$ cat config.mk
export PLATFORM = sky130hd
export DESIGN_NAME = adc_trig_ctrl
export DESIGN_NICKNAME = d
export VERILOG_FILES = /design/src/rtl/adc_trig_pkg.sv /design/src/rtl/adc_prescaler.sv /design/src/rtl/adc_trig_select.sv /design/src/rtl/adc_conv_seq.sv /design/src/rtl/adc_trig_ctrl.sv
export SDC_FILE = /design/constraint.sdc
export NUM_CORES = 1
export LEC_CHECK = 0
export BUFFER_PORTS_ARGS = -buffer_cell sky130_fd_sc_hd__buf_2
export CORE_ASPECT_RATIO = 0.8
export CORE_MARGIN = 10
export CORE_UTILIZATION = 45
export DETAILED_ROUTE_END_ITERATION = 8
export PLACE_DENSITY = 0.71
export SETUP_SLACK_MARGIN = 0.3
export SLEW_MARGIN = 20
export SYNTH_ARGS = -nofsm -noshare
export SYNTH_HDL_FRONTEND = slang
export SYNTH_SLANG_ARGS = --single-unit
$ cat constraint.sdc
create_clock -name clk -period 2.4 [get_ports clk]
set_input_delay 0.12 -clock clk [delete_from_list [all_inputs] [get_ports clk]]
set_output_delay 0.12 -clock clk [all_outputs]
set_load 0.03 [all_outputs]
$ cat src/rtl/adc_trig_pkg.sv
package adc_trig_pkg;

    localparam int PRE_W      = 7;
    localparam int SEL_W      = 3;
    localparam int CONV_TICKS = 13;
    localparam int NUM_EXT    = (1 << SEL_W) - 1;
    localparam int CNT_W      = $clog2(CONV_TICKS);

    typedef logic [SEL_W-1:0] sel_t;
    typedef logic [PRE_W-1:0] pre_t;

    typedef enum logic {
        SEQ_IDLE = 1'b0,
        SEQ_CONV = 1'b1
    } seq_state_e;

    typedef struct packed {
        logic sw;
        logic ext;
        logic self_restart;
    } start_cause_t;

    // Low-bit mask whose all-ones pattern marks one divider period.
    function automatic pre_t div_mask(input sel_t code);
        int sh;
        sh = (code == '0) ? 1 : int'(code);
        return pre_t'((32'd1 << sh) - 32'd1);
    endfunction

endpackage

$ cat src/rtl/adc_prescaler.sv
module adc_prescaler
    import adc_trig_pkg::*;
(
    input  logic clk,
    input  logic rst,
    input  logic run,
    input  sel_t div_sel,
    output logic tick
);

    pre_t count_q;
    pre_t mask;

    always_ff @(posedge clk) begin
        if (rst || !run) begin
            count_q <= '0;
        end else begin
            count_q <= count_q + pre_t'(1);
        end
    end

    always_comb begin
        mask = div_mask(div_sel);
        tick = run && ((count_q | ~mask) == '1);
    end

endmodule

$ cat src/rtl/adc_trig_select.sv
module adc_trig_select
    import adc_trig_pkg::*;
#(
    parameter int N_SRC = NUM_EXT
) (
    input  logic             clk,
    input  logic             rst,
    input  logic [N_SRC-1:0] trig_in,
    input  sel_t             sel,
    output logic             ext_edge,
    output logic             self_sel
);

    logic [N_SRC-1:0] trig_q;
    logic [N_SRC-1:0] rise;
    logic [N_SRC-1:0] hit;

    always_ff @(posedge clk) begin
        if (rst) begin
            trig_q <= '0;
        end else begin
            trig_q <= trig_in;
        end
    end

    assign rise = trig_in & ~trig_q;

    for (genvar k = 0; k < N_SRC; k++) begin : g_src
        assign hit[k] = rise[k] && (sel == SEL_W'(k + 1));
    end

    assign ext_edge = |hit;
    assign self_sel = (sel == '0);

endmodule

$ cat src/rtl/adc_conv_seq.sv
module adc_conv_seq
    import adc_trig_pkg::*;
(
    input  logic clk,
    input  logic rst,
    input  logic enable,
    input  logic tick,
    input  logic sw_start,
    input  logic ext_go,
    input  logic self_ok,
    input  logic flag_clr,
    output logic busy,
    output logic done
);

    localparam logic [CNT_W-1:0] LAST = CNT_W'(CONV_TICKS - 1);

    seq_state_e       state_q;
    logic [CNT_W-1:0] ticks_q;
    logic             end_q;
    logic             flag_q;
    start_cause_t     cause;
    logic             start_req;
    logic             finish;

    always_comb begin
        cause.sw           = sw_start;
        cause.ext          = ext_go;
        cause.self_restart = self_ok && end_q;
        start_req = enable && (state_q == SEQ_IDLE) && (cause != '0);
        finish    = enable && (state_q == SEQ_CONV) && tick && (ticks_q == LAST);
    end

    always_ff @(posedge clk) begin
        if (rst) begin
            state_q <= SEQ_IDLE;
            ticks_q <= '0;
            end_q   <= 1'b0;
        end else begin
            end_q <= finish;
            if (!enable) begin
                state_q <= SEQ_IDLE;
                ticks_q <= '0;
            end else if (state_q == SEQ_IDLE) begin
                ticks_q <= '0;
                if (start_req) begin
                    state_q <= SEQ_CONV;
                end
            end else if (tick) begin
                if (finish) begin
                    state_q <= SEQ_IDLE;
                    ticks_q <= '0;
                end else begin
                    ticks_q <= ticks_q + CNT_W'(1);
                end
            end
        end
    end

    always_ff @(posedge clk) begin
        if (rst) begin
            flag_q <= 1'b0;
        end else if (finish) begin
            flag_q <= 1'b1;
        end else if (flag_clr) begin
            flag_q <= 1'b0;
        end
    end

    assign busy = (state_q == SEQ_CONV);
    assign done = flag_q;

endmodule

$ cat src/rtl/adc_trig_ctrl.sv
module adc_trig_ctrl
    import adc_trig_pkg::*;
(
    input  logic               clk,
    input  logic               rst,
    input  logic               cfg_enable,
    input  logic               cfg_auto_en,
    input  logic [SEL_W-1:0]   cfg_trig_sel,
    input  logic [SEL_W-1:0]   cfg_div_sel,
    input  logic               sw_start,
    input  logic               flag_clr,
    input  logic [NUM_EXT-1:0] trig_in,
    input  logic               chan_amplified,
    output logic               adc_clk_en,
    output logic               conv_busy,
    output logic               conv_done
);

    logic ext_edge;
    logic self_sel;
    logic ext_go;
    logic self_ok;

    adc_prescaler u_pre (
        .clk     (clk),
        .rst     (rst),
        .run     (cfg_enable),
        .div_sel (cfg_div_sel),
        .tick    (adc_clk_en)
    );

    adc_trig_select #(.N_SRC(NUM_EXT)) u_sel (
        .clk      (clk),
        .rst      (rst),
        .trig_in  (trig_in),
        .sel      (cfg_trig_sel),
        .ext_edge (ext_edge),
        .self_sel (self_sel)
    );

    assign ext_go  = cfg_auto_en && ext_edge;
    assign self_ok = cfg_auto_en && self_sel && !chan_amplified;

    adc_conv_seq u_seq (
        .clk      (clk),
        .rst      (rst),
        .enable   (cfg_enable),
        .tick     (adc_clk_en),
        .sw_start (sw_start),
        .ext_go   (ext_go),
        .self_ok  (self_ok),
        .flag_clr (flag_clr),
        .busy     (conv_busy),
        .done     (conv_done)
    );

endmodule

Word level (Yosys, flattened, before mapping)
Cells that the tools add are included.
Widths: inputs -> output; s select.
{"block": "word_totals", "word_cells": 60, "input_bits": 20, "regBits": 21, "out_inout_bits": 3}
{"block": "classes", "add_sub_neg": 3, "mux": 8, "n_eq_ne": 9, "n_bitwise": 6, "shifts": 1, "n_reduce_logical": 27}
{"operator": "$shl 1x32->7 const A", "n": 1}
{"operator": "$logic_and 1x1->1", "n": 17}
{"operator": "$not 7->7", "n": 2}
{"operator": "$eq 3x3->1 const B", "n": 4}
{"operator": "$add 7x1->7 const B", "n": 1}
{"operator": "$and 7x7->7", "n": 1}
{"operator": "$eq 7x7->1 const B", "n": 1}
{"operator": "$or 7x7->7", "n": 1}
{"operator": "$reduce_or 7->1", "n": 1}
{"operator": "$sub 7x1->7 const B", "n": 1}
{"operator": "$eq 3x2->1 const B", "n": 2}
{"operator": "$logic_not 3->1", "n": 2}
{"operator": "$mux 1", "n": 6}
{"operator": "$add 4x1->4 const B", "n": 1}
{"operator": "$eq 4x4->1 const B", "n": 1}
{"operator": "$mux 4", "n": 1}
{"operator": "$eq 3x1->1 const B", "n": 1}
{"operator": "$mux 3", "n": 1}
{"operator": "$reduce_bool 3->1", "n": 1}
{"operator": "$reduce_or 3->1", "n": 1}
{"operator": "$logic_not 1->1", "n": 2}
{"operator": "$not 1->1", "n": 2}
{"operator": "$reduce_bool 2->1", "n": 1}
{"operator": "$reduce_or 2->1", "n": 1}
{"operator": "$logic_or 1x1->1", "n": 1}

Logic depth before layout (Yosys ltp)
Gate-level depths: netlist of the first run.
{"block": "depth", "depth_word": 13, "mapped_depth": 7}

Cells and area by module
From an unflattened synthesis of the first run, not the netlist that was laid out.
{"block": "unflattened", "hier_cells": 103, "area_unflattened_um2": 952.2}
{"module": "adc_prescaler", "seq_area_each_um2": 140.1, "area_each_um2": 341.6, "cells_each": 40, "instances": 1}
{"module": "adc_conv_seq", "seq_area_each_um2": 140.1, "area_each_um2": 321.6, "cells_each": 32, "instances": 1}
{"module": "adc_trig_select", "seq_area_each_um2": 140.1, "area_each_um2": 274.0, "cells_each": 29, "instances": 1}
{"module": "adc_trig_ctrl", "seq_area_each_um2": 0.0, "area_each_um2": 15.0, "cells_each": 2, "instances": 1}

Least setup slack after synthesis of the first run
Ideal clock, no wire load.
{"block": "synth_path", "path_kind": "in2reg", "from": "in cfg_div_sel[2]", "to": "reg u_seq.state_q, in the netlist u_seq.busy", "setup_slack_ps": 409, "cell_stages": 6, "arrival_ps": 1868, "t_required_ps": 2278, "path_cell_list": "or2_2 -> ha_1 -> o211ai_1 -> nor4b_4 -> nand3_1 -> nor3b_2"}
{"block": "synth_between", "elab_chain_cells": 13}
{"item": "start, declared", "line_no": "adc_trig_ctrl.sv:9", "source": "input logic [SEL_W-1:0] cfg_div_sel,"}
{"item": "$logic_not 3->1", "line_no": "adc_trig_pkg.sv:26", "source": "sh = (code == '0) ? 1 : int'(code);"}
{"item": "$mux 3 *", "line_no": "adc_trig_pkg.sv:26"}
{"item": "$shl 1x32->7 *", "line_no": "adc_trig_pkg.sv:27", "source": "return pre_t'((32'd1 << sh) - 32'd1);"}
{"item": "$sub 7x1->7 *", "line_no": "adc_trig_pkg.sv:27"}
{"item": "$not 7->7 *", "line_no": "adc_prescaler.sv:24", "source": "tick = run && ((count_q | ~mask) == '1);"}
{"item": "$or 7x7->7 *", "line_no": "adc_prescaler.sv:24"}
{"item": "$eq 7x7->1 *", "line_no": "adc_prescaler.sv:24"}
{"item": "$logic_and 1x1->1 *", "line_no": "adc_prescaler.sv:24"}
{"item": "named net adc_clk_en", "line_no": "adc_trig_ctrl.sv:14", "source": "output logic adc_clk_en,"}
{"item": "$logic_and 1x1->1 (2 in series)", "line_no": "adc_conv_seq.sv:31", "source": "finish = enable && (state_q == SEQ_CONV) && tick && (ticks_q == LAST);"}
{"item": "$mux 1", "line_no": "adc_conv_seq.sv:50", "source": "if (finish) begin"}
{"item": "$mux 1 *", "line_no": "adc_conv_seq.sv:49", "source": "end else if (tick) begin"}
{"item": "$mux 1 *", "line_no": "adc_conv_seq.sv:44", "source": "end else if (state_q == SEQ_IDLE) begin"}
{"item": "end signal, assigned", "line_no": "adc_conv_seq.sv:36", "source": "state_q <= SEQ_IDLE;"}
{"item": "end signal, assigned", "line_no": "adc_conv_seq.sv:47", "source": "state_q <= SEQ_CONV;"}
{"item": "end signal, assigned", "line_no": "adc_conv_seq.sv:51", "source": "state_q <= SEQ_IDLE;"}
{"item": "end, declared", "line_no": "adc_conv_seq.sv:18", "source": "seq_state_e state_q;"}
The timed path passes the listed nets; every way through them passes the cells marked *.
A chain may end at the register's enable or synchronous reset.

Final worst setup path of the first run
{"block": "layout_path", "from": "in cfg_div_sel[2]", "to": "out adc_clk_en"}
{"block": "layout_between", "elab_chain_cells": 8}
{"item": "$logic_not 3->1", "line_no": "adc_trig_pkg.sv:26"}
{"item": "$mux 3 *", "line_no": "adc_trig_pkg.sv:26"}
{"item": "$shl 1x32->7 *", "line_no": "adc_trig_pkg.sv:27"}
{"item": "$sub 7x1->7 *", "line_no": "adc_trig_pkg.sv:27"}
{"item": "$not 7->7 *", "line_no": "adc_prescaler.sv:24"}
{"item": "$or 7x7->7 *", "line_no": "adc_prescaler.sv:24"}
{"item": "$eq 7x7->1 *", "line_no": "adc_prescaler.sv:24"}
{"item": "$logic_and 1x1->1 *", "line_no": "adc_prescaler.sv:24"}
{"item": "end, declared", "line_no": "adc_trig_ctrl.sv:14"}
Every way passes the cells marked *; elsewhere a longest branch is shown, timed or not.

==> qor.csv, run 1 <==
metric;value;unit
total via count in the routed design;805;
leakage power;0.4867;nW
hold buffer count at cts;0;
busiest metal layer after global routing;met2;
fin crit period;1.844;ns
sum of net half-perimeters after detailed placement;1605;microns
antenna violations before repair;0;
count of H-tree levels built during CTS;1;
Required @ worst endpoint;2.28;ns
post-synthesis instance area;987.2;sq um
kind of critical path;in2out;
gr ovfl total;0;
die width;72.37;microns
total of fill cells in the finished design;204;
number of rows created at floorplan;15;
most used cells in the layout excluding fill and tap cells;sky130_fd_sc_hd__buf_2, sky130_fd_sc_hd__dfxtp_1, sky130_fd_sc_hd__nor2_1, sky130_fd_sc_hd__nor2b_1, sky130_fd_sc_hd__inv_1;
Synth area leader;sky130_fd_sc_hd__dfxtp_1;
biggest cell delay along the critical path;0.51;ns
number of setup violations in the final report;0;
wire length of the first global-routing pass;3146;microns
cell with the biggest individual delay on the critical path;sky130_fd_sc_hd__nor4b_4;
number of gates given a new drive strength after cts;0;
kind of cell adding the most delay to the critical path;simple AND/OR/NAND/NOR gates;
CP most frequent cell;sky130_fd_sc_hd__buf_2;
maximum fanout along the worst path;8;
All-Layer GR Usage;8.681;%
non-filler cells, final;156;
y dimension of the die;61.90;microns
Max Fclk;542.4;MHz
Clk Latency, worst-skew pair;0.30;ns
Mapped Nets;130;
clock tree from TritonCTS;built;
DRT iter0 DRCs;41;
category of the worst setup path launch point;input port;
setup tns final;0;ns
pin count of the biggest net entering global routing;13;
placeable core region;2121;sq um
unrepaired setup endpoints after global routing;false;
Yosys top cell area share;42.59;%
status;complete, no violations;
Post-Synthesis Cells;106;
number of placed instances with taps included;152;
I/O pin total;23;
number of maximum-capacitance constraint violations;0;
Port Buffers;22;
main flop type after synthesis;sky130_fd_sc_hd__dfxtp_1;
first-pass iteration count of the detailed router;2;
CTS root buffer;sky130_fd_sc_hd__clkbuf_4;
critical path arrival;1.72;ns
ANT nets after route;0;
final clock period utilization by the worst path;76.82;%
fraction of layout cells with a size suffix above 1;25.19;%
net count of the finished layout;156;
Post-Route Utilization;54.34;%
number of global-route vias before repair;772;
count of flip-flops with a built-in enable after synthesis;0;
type of the most critical hold path;in2reg;
CP bufs+invs;2;
met2 Usage GRT;16.19;%
initial core utilization;46.55;%
TritonCTS Sinks;21;
share of synthesized registers carrying an async set or reset;0;%
Residual DRC;0;
clock transition at the register clock pins on the worst setup and hold paths after CTS;0.11;ns
number of unique standard cell types used by synthesis;36;
endpoint type of the worst setup path;output port;
number of max-slew violations in the final report;0;
Post CTS Setup Buffer Count;0;
area grow syn2layout;16.73;%
wire length per cell after detailed routing;12.45;microns
number of buffers inserted during clock tree synthesis;3;
IR Drop Worst-Case VDD;377.2;uV
most common cell after layout, fill and taps aside;sky130_fd_sc_hd__buf_2;
antenna fix cells;0;
Area contributors post-synth;sky130_fd_sc_hd__dfxtp_1, sky130_fd_sc_hd__nor2_1, sky130_fd_sc_hd__ha_1, sky130_fd_sc_hd__nor2b_1, sky130_fd_sc_hd__mux2i_1;
mean post-synth cell area;9.313;sq um
met1 capacity usage during global routing;8.958;%
fraction of met3 tracks used by global routing;4.286;%
synthesis warning total;0;
post-synthesis register bit count;21;
total wire length after detailed routing;1942;microns
detail-routed via count per cell;5.160;
DIE AREA;4479;sq um
setup skew after layout;0.002785;ns
CTS max path bufs;2;
post-synthesis sequential area ratio;42.59;%
P per Cell Area;511.7;nW/um^2
final RePlAce weighted congestion;0.7901;
Fin. Hold Viols;0;
sequence of cells on the critical path;buf_2, or2_2, ha_1, o211ai_1, nor4b_4, buf_2;
[worst min-delay path, cell delays in order]
cell and delay [ns]:
sky130_fd_sc_hd__buf_2 0.07, sky130_fd_sc_hd__inv_1 0.04, sky130_fd_sc_hd__nor2_1 0.07
[metrics by stage]
step | hold WS, ns | total power (W) | instance area, sq um | setup WS, ns
floorplan | 0.2451 | 0.0004039 | 987.2 | 0.4094
global placement | 0.3360 | 0.0004299 | 1125 | 0.4755
detailed placement | 0.3419 | 0.0004316 | 1125 | 0.4630
CTS | 0.01426 | 0.0005995 | 1152 | 0.5317
global route | 0.01523 | 0.0006199 | 1152 | 0.4534
finish | 0.02356 | 0.0005896 | 1152 | 0.5563
[power by group]
| part | switching [W] | internal, W |
|---|---|---|
| registers | 0.00000471 | 0.000357 |
| logic | 0.0000301 | 0.0000309 |
| clock network | 0.000104 | 0.0000622 |
[state kept, by name, summed over array words and instances, names as in the netlist]
register	flops
u_seq.busy	1
u_seq.done	1
u_seq.ticks_q	4
u_seq.end_q	1
u_sel.trig_q	7
u_pre.count_q	7
[cells by family after synthesis]
logic type | after synthesis | synth area share, %
flops | 21 | 42.59
buf+inv | 7 | 2.661
compound gates | 15 | 11.66
simple gates | 50 | 30.17
xor+xnor | 5 | 4.437
mux | 3 | 3.042
other cells | 1 | 0.3799
fa+ha+maj | 4 | 5.070
[final timing paths]
kind	from	end	slack [ns]	cells past startpoint
max	cfg_div_sel[2]	adc_clk_en	0.56	6
min	trig_in[1]	u_sel.trig_q[1]	0.02	3
max reg2reg	u_seq.ticks_q[0]	u_seq.ticks_q[3]	0.80	6
min reg2reg	u_pre.count_q[0]	u_pre.count_q[0]	0.49	1
[final cells by class]
type,count,area (sq um),share of cell area [%]
multi-input cells,78,540.5,46.91
flip-flops and latches,21,420.4,36.48
repair buffers,22,110.1,9.555
well taps,25,31.28,2.714
clock buffers,3,22.52,1.954
inverters,6,22.52,1.954
clock inverters,1,5.005,0.4343
[metal layers]
metal	vias up	share of wire, %
li1	418	-
met1	373	44
met2	14	51
met3	0	5.4
met4	0	0
met5	-	0
[cells in the mapped netlist (2+ instances only)]
master / count
sky130_fd_sc_hd__a21oi_1: 4
sky130_fd_sc_hd__and3_1: 2
sky130_fd_sc_hd__and4_1: 2
sky130_fd_sc_hd__dfxtp_1: 21
sky130_fd_sc_hd__ha_1: 4
sky130_fd_sc_hd__inv_1: 6
sky130_fd_sc_hd__mux2i_1: 3
sky130_fd_sc_hd__nand2_1: 5
sky130_fd_sc_hd__nand2b_1: 3
sky130_fd_sc_hd__nand3_1: 4
sky130_fd_sc_hd__nor2_1: 15
sky130_fd_sc_hd__nor2b_1: 7
sky130_fd_sc_hd__nor3b_1: 2
sky130_fd_sc_hd__o32ai_1: 2
sky130_fd_sc_hd__or2_2: 2
sky130_fd_sc_hd__xnor2_1: 2
sky130_fd_sc_hd__xor2_1: 3
Power figures use the tool's default switching activity.
==> run 2, diff against run 1 <==
--- a/config.mk
+++ b/config.mk
@@ -10,7 +10,7 @@
 export CORE_MARGIN = 10
 export CORE_UTILIZATION = 45
 export DETAILED_ROUTE_END_ITERATION = 8
-export PLACE_DENSITY = 0.71
+export PLACE_DENSITY = 0.73
 export SETUP_SLACK_MARGIN = 0.3
 export SLEW_MARGIN = 20
 export SYNTH_ARGS = -nofsm -noshare
==> constraint.sdc (replaced) <==
create_clock -name clk -period 1.55 [get_ports clk]
set_input_delay 0.0775 -clock clk [delete_from_list [all_inputs] [get_ports clk]]
set_output_delay 0.0775 -clock clk [all_outputs]
set_load 0.03 [all_outputs]
==> run 2 against run 1 <==
Register-to-register slack got worse by 0.75 ns. Sequential share of layout area shrank 5.3 points. Sequential power up 54%. Via count is 12% higher. First-iteration DRC count down 7.3%. Cell count is 12% higher. Clock-buffer cell count is 1 higher. Clock skew up 0.0013 ns. Design area is 21% higher. Critical endpoint unchanged. Highest routed layer is now met4.
==> qor.csv, run 2 (synthesis results as in run 1) <==
metric;value;unit;change
antenna fix cells;0;;unchanged
number of rows created at floorplan;15;;unchanged
wire length per cell after detailed routing;13.45;microns;was 12.45 microns
Crit Reg-Reg Startpoint;u_seq.ticks_q[1];;was u_seq.ticks_q[0]
type of the most critical hold path;in2reg;;unchanged
Setup Slack @ Placement;-0.1683;ns;was 0.4630 ns
number of placed instances with taps included;159;;was 152
P per Cell Area;672.0;nW/um^2;was 511.7 nW/um^2
category of the worst setup path launch point;flop;;was input port
final clock period utilization by the worst path;98.40;%;
maximum fanout along the worst path;5;;was 8
DR WL met2;1259;microns;was 988 microns
count of H-tree levels built during CTS;1;;unchanged
ANT nets after route;0;;unchanged
sequence of cells on the critical path;or2b_1, a21oi_2, nor4b_4, buf_4, buf_6;;was buf_2, or2_2, ha_1, o211ai_1, nor4b_4, buf_2
clock transition at the register clock pins on the worst setup and hold paths after CTS;0.11;ns;about the same
pin count of the biggest net entering global routing;12;;was 13
non-filler cells, final;175;;was 156
DIE AREA;4479;sq um;unchanged
leakage power;0.5802;nW;was 0.4867 nW
CTS root buffer;sky130_fd_sc_hd__clkbuf_4;;unchanged
most common cell after layout, fill and taps aside;sky130_fd_sc_hd__buf_2;;unchanged
most used cells in the layout excluding fill and tap cells;sky130_fd_sc_hd__buf_2, sky130_fd_sc_hd__nor2_1, sky130_fd_sc_hd__dfxtp_1, sky130_fd_sc_hd__buf_4, sky130_fd_sc_hd__nor2b_1;;was sky130_fd_sc_hd__buf_2, sky130_fd_sc_hd__dfxtp_1, sky130_fd_sc_hd__nor2_1, sky130_fd_sc_hd__nor2b_1, sky130_fd_sc_hd__inv_1
Crit. Startpoint;u_pre.count_q[6];;was cfg_div_sel[2]
Non-Filler Cell Area, Final;1394;sq um;was 1152 sq um
All-Layer GR Usage;11.03;%;was 8.681%
number of max-slew violations in the final report;0;;unchanged
IR Drop Worst-Case VDD;510.5;uV;was 377.2 uV
total wire length after detailed routing;2354;microns;was 1942 microns
TritonCTS Sinks;21;;unchanged
cell with the biggest individual delay on the critical path;sky130_fd_sc_hd__dfxtp_2;;was sky130_fd_sc_hd__nor4b_4
setup skew after layout;0.004036;ns;was 0.002785 ns
power after layout;0.0009366;W;was 0.0005896 W
antenna violations before repair;0;;unchanged
number of global-route vias before repair;936;;was 772
number of maximum-capacitance constraint violations;0;;unchanged
total via count in the routed design;900;;was 805
CP bufs+invs;2;;unchanged
uppermost layer routed;met4;;was met3
Clk Latency, worst-skew pair;0.30;ns;about the same
endpoint type of the worst setup path;output port;;unchanged
initial core utilization;46.55;%;unchanged
fin crit period;1.525;ns;
kind of critical path;reg2out;;was in2out
total of fill cells in the finished design;184;;was 204
area grow syn2layout;41.19;%;was 16.73%
kind of cell adding the most delay to the critical path;simple AND/OR/NAND/NOR gates;;unchanged
Post-Route M1 WL;953;microns;was 849 microns
number of buffers inserted during clock tree synthesis;3;;unchanged
die width;72.37;microns;unchanged
clock tree from TritonCTS;built;;unchanged
Residual DRC;0;;unchanged
y dimension of the die;61.90;microns;unchanged
gr ovfl total;0;;unchanged
DRT iter0 DRCs;38;;was 41
total cell area at the placement stage;1195;sq um;was 1125 sq um
worst hold start;trig_in[5];;was trig_in[1]
final RePlAce weighted congestion;0.7520;;was 0.7901
detail-routed via count per cell;5.143;;was 5.160
first-pass iteration count of the detailed router;4;;was 2
leading registers by flop count;u_pre.count_q x7, u_sel.trig_q x7, u_seq.ticks_q x4;;unchanged
unrepaired setup endpoints after global routing;true;;was false
biggest cell delay along the critical path;0.34;ns;was 0.51 ns
placeable core region;2121;sq um;unchanged
number of setup violations in the final report;0;;unchanged
Port Buffers;22;;unchanged
Required @ worst endpoint;1.47;ns;was 2.28 ns
net count of the finished layout;175;;was 156
Fin. Hold Viols;0;;unchanged
CTS max path bufs;2;;unchanged
met3 routed WL;126;microns;was 104 microns
fraction of layout cells with a size suffix above 1;42.00;%;was 25.19%
Final WS setup;0.02481;ns;was 0.5563 ns
slack of the worst reg-to-reg path;0.05;ns;was 0.80 ns
sum of net half-perimeters after detailed placement;1723;microns;was 1605 microns
wire length of the first global-routing pass;3960;microns;was 3146 microns
critical path arrival;1.45;ns;was 1.72 ns
I/O pin total;23;;unchanged
status;complete, no violations;;unchanged
Max Fclk;655.7;MHz;
-- run 2: changes by cell type in the layout (fill, tap and decap cells not counted), sizes merged --
cell / delta
buf: +14
clkinv: -1
dlygate4sd3: +5
clkbuf: +1
-- run 2: final timing paths --
path / cells after the start / end
max: 5 / adc_clk_en
min: 2 / u_sel.trig_q[5]
max reg2reg: 6 / u_seq.ticks_q[3]
min reg2reg: 2 / u_seq.done
-- run 2: repair_timing --
item                                    4_1_cts  5_1_grt
endpoints found under the hold margin         5        0
resized for setup                            15        6
endpoints found under the setup margin        8        9
buffers inserted                              5        2
pin swaps                                     7        3
hold buffers                                  5        0
-- run 2: cell type report --
cell class	count	area, sq um	share of cell area [%]
clock buffers	4	26.28	1.885
inverters	6	22.52	1.616
multi-input cells	78	604.3	43.36
flip-flops and latches	21	434.2	31.15
well taps	25	31.28	2.244
repair buffers	41	275.3	19.75
-- run 2: metal layers --
metal | GRT usage, % | vias up
met3 | 4.762 | 2
met1 | 11.69 | 425
met2 | 19.55 | 16
li1 | - | 457
met4 | 3.581 | 0
met5 | 0 | -
-- run 2: worst reg2reg max path, stage by stage, from the launching register on --
cell and delay, ns:
sky130_fd_sc_hd__dfxtp_2 0.36, sky130_fd_sc_hd__inv_1 0.06, sky130_fd_sc_hd__ha_1 0.17, sky130_fd_sc_hd__and4_1 0.20
sky130_fd_sc_hd__or2_2 0.29, sky130_fd_sc_hd__a31o_2 0.25, sky130_fd_sc_hd__a21oi_2 0.12
-- run 2: per-stage QoR --
step	hold WS, ns	TNS (ns)	util [%]
floorplan	0.2026	-0.4627	-
global placement	0.2927	-0.5250	56.34
detailed placement	0.3029	-0.9441	56.34
CTS	0.004163	0	63.83
global route	0.008327	-0.1199	65.72
finish	0.006840	0	65.72
-- run 2: report_power, final --
part           internal [W]  switching (W)  total, W
Combinational     0.0000667      0.0000561  0.000123
Sequential         0.000550     0.00000585  0.000556
Clock              0.000100       0.000158  0.000258
Total              0.000717       0.000220  0.000937
==> run 3, diff against run 2 <==
--- a/config.mk
+++ b/config.mk
@@ -11,8 +11,10 @@
 export CORE_UTILIZATION = 45
 export DETAILED_ROUTE_END_ITERATION = 8
 export PLACE_DENSITY = 0.73
+export RECOVER_POWER = 100
 export SETUP_SLACK_MARGIN = 0.3
 export SLEW_MARGIN = 20
 export SYNTH_ARGS = -nofsm -noshare
 export SYNTH_HDL_FRONTEND = slang
 export SYNTH_SLANG_ARGS = --single-unit
+export TNS_END_PERCENT = 5
==> run 3 against run 2 <==
Sequential cell count is the same. Clock-buffer cell count is the same. Wire length decreased by 1.6%. Die area unchanged. Worst setup slack improved by 0.029 ns. Combinational power about the same. First-iteration DRC count grew 37%. Sequential power is essentially flat. Critical path depth stayed put. Critical path type unchanged. Fmax is 2.0% higher. Register-to-register slack better by 0.02 ns.
==> qor.csv, run 3 (synthesis results as in run 1) <==
metric;value;unit;change
status;complete, no violations;;unchanged
clock transition at the register clock pins on the worst setup and hold paths after CTS;0.11;ns;about the same
antenna fix cells;0;;unchanged
leakage power;0.5556;nW;was 0.5802 nW
first-pass iteration count of the detailed router;4;;unchanged
DIE AREA;4479;sq um;unchanged
unrepaired setup endpoints after global routing;true;;unchanged
clock tree from TritonCTS;built;;unchanged
CP bufs+invs;2;;unchanged
leading registers by flop count;u_pre.count_q x7, u_sel.trig_q x7, u_seq.ticks_q x4;;unchanged
area grow syn2layout;37.77;%;was 41.19%
IR Drop Worst-Case VDD;593.8;uV;was 510.5 uV
DRT iter0 DRCs;52;;was 38
placeable core region;2121;sq um;unchanged
critical path arrival;1.42;ns;was 1.45 ns
pin count of the biggest net entering global routing;12;;unchanged
non-filler cells, final;172;;was 175
ANT nets after route;0;;unchanged
CTS root buffer;sky130_fd_sc_hd__clkbuf_4;;unchanged
number of rows created at floorplan;15;;unchanged
sequence of cells on the critical path;or2b_1, a21oi_2, nor4b_4, buf_4, buf_6;;unchanged
detail-routed via count per cell;5.256;;was 5.143
number of placed instances with taps included;157;;was 159
Residual DRC;0;;unchanged
setup tns final;0;ns;unchanged
Final WS setup;0.05416;ns;was 0.02481 ns
type of the most critical hold path;in2reg;;unchanged
wire length per cell after detailed routing;13.47;microns;was 13.45 microns
die width;72.37;microns;unchanged
Port Buffers;22;;unchanged
total via count in the routed design;904;;was 900
total of fill cells in the finished design;191;;was 184
most used cells in the layout excluding fill and tap cells;sky130_fd_sc_hd__buf_2, sky130_fd_sc_hd__nor2_1, sky130_fd_sc_hd__dfxtp_1, sky130_fd_sc_hd__buf_4, sky130_fd_sc_hd__nor2b_1;;unchanged
gr ovfl total;0;;unchanged
number of max-slew violations in the final report;0;;unchanged
cell with the biggest individual delay on the critical path;sky130_fd_sc_hd__dfxtp_2;;unchanged
Clk Latency, worst-skew pair;0.30;ns;about the same
antenna violations before repair;0;;unchanged
total wire length after detailed routing;2317;microns;was 2354 microns
power after layout;0.0009399;W;was 0.0009366 W
TritonCTS Sinks;21;;unchanged
wire length of the first global-routing pass;3946;microns;was 3960 microns
Required @ worst endpoint;1.47;ns;about the same
All-Layer GR Usage;11.14;%;was 11.03%
fraction of layout cells with a size suffix above 1;35.37;%;was 42.00%
count of H-tree levels built during CTS;1;;unchanged
final RePlAce weighted congestion;0.8292;;was 0.7520
Max Fclk;668.5;MHz;was 655.7 MHz
initial core utilization;46.55;%;unchanged
number of maximum-capacitance constraint violations;0;;unchanged
Fin. Hold Viols;0;;unchanged
I/O pin total;23;;unchanged
category of the worst setup path launch point;flop;;unchanged
biggest cell delay along the critical path;0.35;ns;was 0.34 ns
fin crit period;1.496;ns;was 1.525 ns
kind of critical path;reg2out;;unchanged
number of global-route vias before repair;931;;was 936
y dimension of the die;61.90;microns;unchanged
setup skew after layout;0.003162;ns;was 0.004036 ns
number of setup violations in the final report;0;;unchanged
P per Cell Area;691.1;nW/um^2;was 672.0 nW/um^2
net count of the finished layout;172;;was 175
sum of net half-perimeters after detailed placement;1698;microns;was 1723 microns
number of buffers inserted during clock tree synthesis;3;;unchanged
endpoint type of the worst setup path;output port;;unchanged
CTS max path bufs;2;;unchanged
final clock period utilization by the worst path;96.51;%;was 98.40%
maximum fanout along the worst path;3;;was 5
kind of cell adding the most delay to the critical path;simple AND/OR/NAND/NOR gates;;unchanged
most common cell after layout, fill and taps aside;sky130_fd_sc_hd__buf_2;;unchanged
Setup Slack @ Placement;-0.1434;ns;was -0.1683 ns
[run 3: cell types whose count changed in the layout (fill, tap and decap cells not counted), moves of 2 or more]
cell	change
sky130_fd_sc_hd__buf_4	-5
sky130_fd_sc_hd__and3_4	-2
sky130_fd_sc_hd__buf_2	-4
sky130_fd_sc_hd__clkbuf_1	+5
[run 3: worst paths after layout]
check                        start                to  slack, ns  cells after the start
setup / recovery  u_pre.count_q[6]        adc_clk_en       0.05                      5
setup reg to reg  u_pre.count_q[6]  u_seq.ticks_q[3]       0.07                      7
hold / removal          trig_in[2]   u_sel.trig_q[2]      0.009                      2
hold reg to reg   u_pre.count_q[0]  u_pre.count_q[0]       0.45                      1
[run 3: where the power goes]
| part | internal (W) | switching, W | leakage [nW] |
|---|---|---|---|
| Clock | 0.000100 | 0.000161 | 0.0150 |
| Sequential | 0.000549 | 0.00000774 | 0.176 |
| Combinational | 0.0000653 | 0.0000557 | 0.364 |
[run 3: per-layer routing]
layer | share of wire (%) | wire (microns) | track usage [%]
met1 | 42 | 983 | 11.88
met2 | 49 | 1144 | 19.18
met4 | 1.7 | 39 | 4.959
met5 | 0 | 0 | 0
met3 | 6.4 | 149 | 4.603
[run 3: cell type report]
| cell class | instances | area, sq um | share of cell area [%] |
|---|---|---|---|
| sequential | 21 | 437.9 | 32.20 |
| timing repair buffer | 38 | 246.5 | 18.12 |
| multi-input combinational | 78 | 595.6 | 43.79 |
| tap | 25 | 31.28 | 2.300 |
| clock buffer | 4 | 26.28 | 1.932 |
| inverter | 6 | 22.52 | 1.656 |
[run 3: per-stage QoR]
stage	util (%)	hold WS, ns	instance area (sq um)
4_1_cts	63.19	0.0009621	1340
3_3_place_gp	55.63	0.2952	1180
6_report	64.13	0.008787	1360
3_5_place_dp	55.63	0.3076	1180
5_1_grt	64.13	0.002397	1360
2_1_floorplan	-	0.2026	1005
[run 3: what timing repair did]
action	CTS	global route
pin swaps	5	9
hold endpoints to repair	6	0
hold buffers	6	0
resized for setup	13	8
setup buffers	5	0
endpoints found under the setup margin	7	8
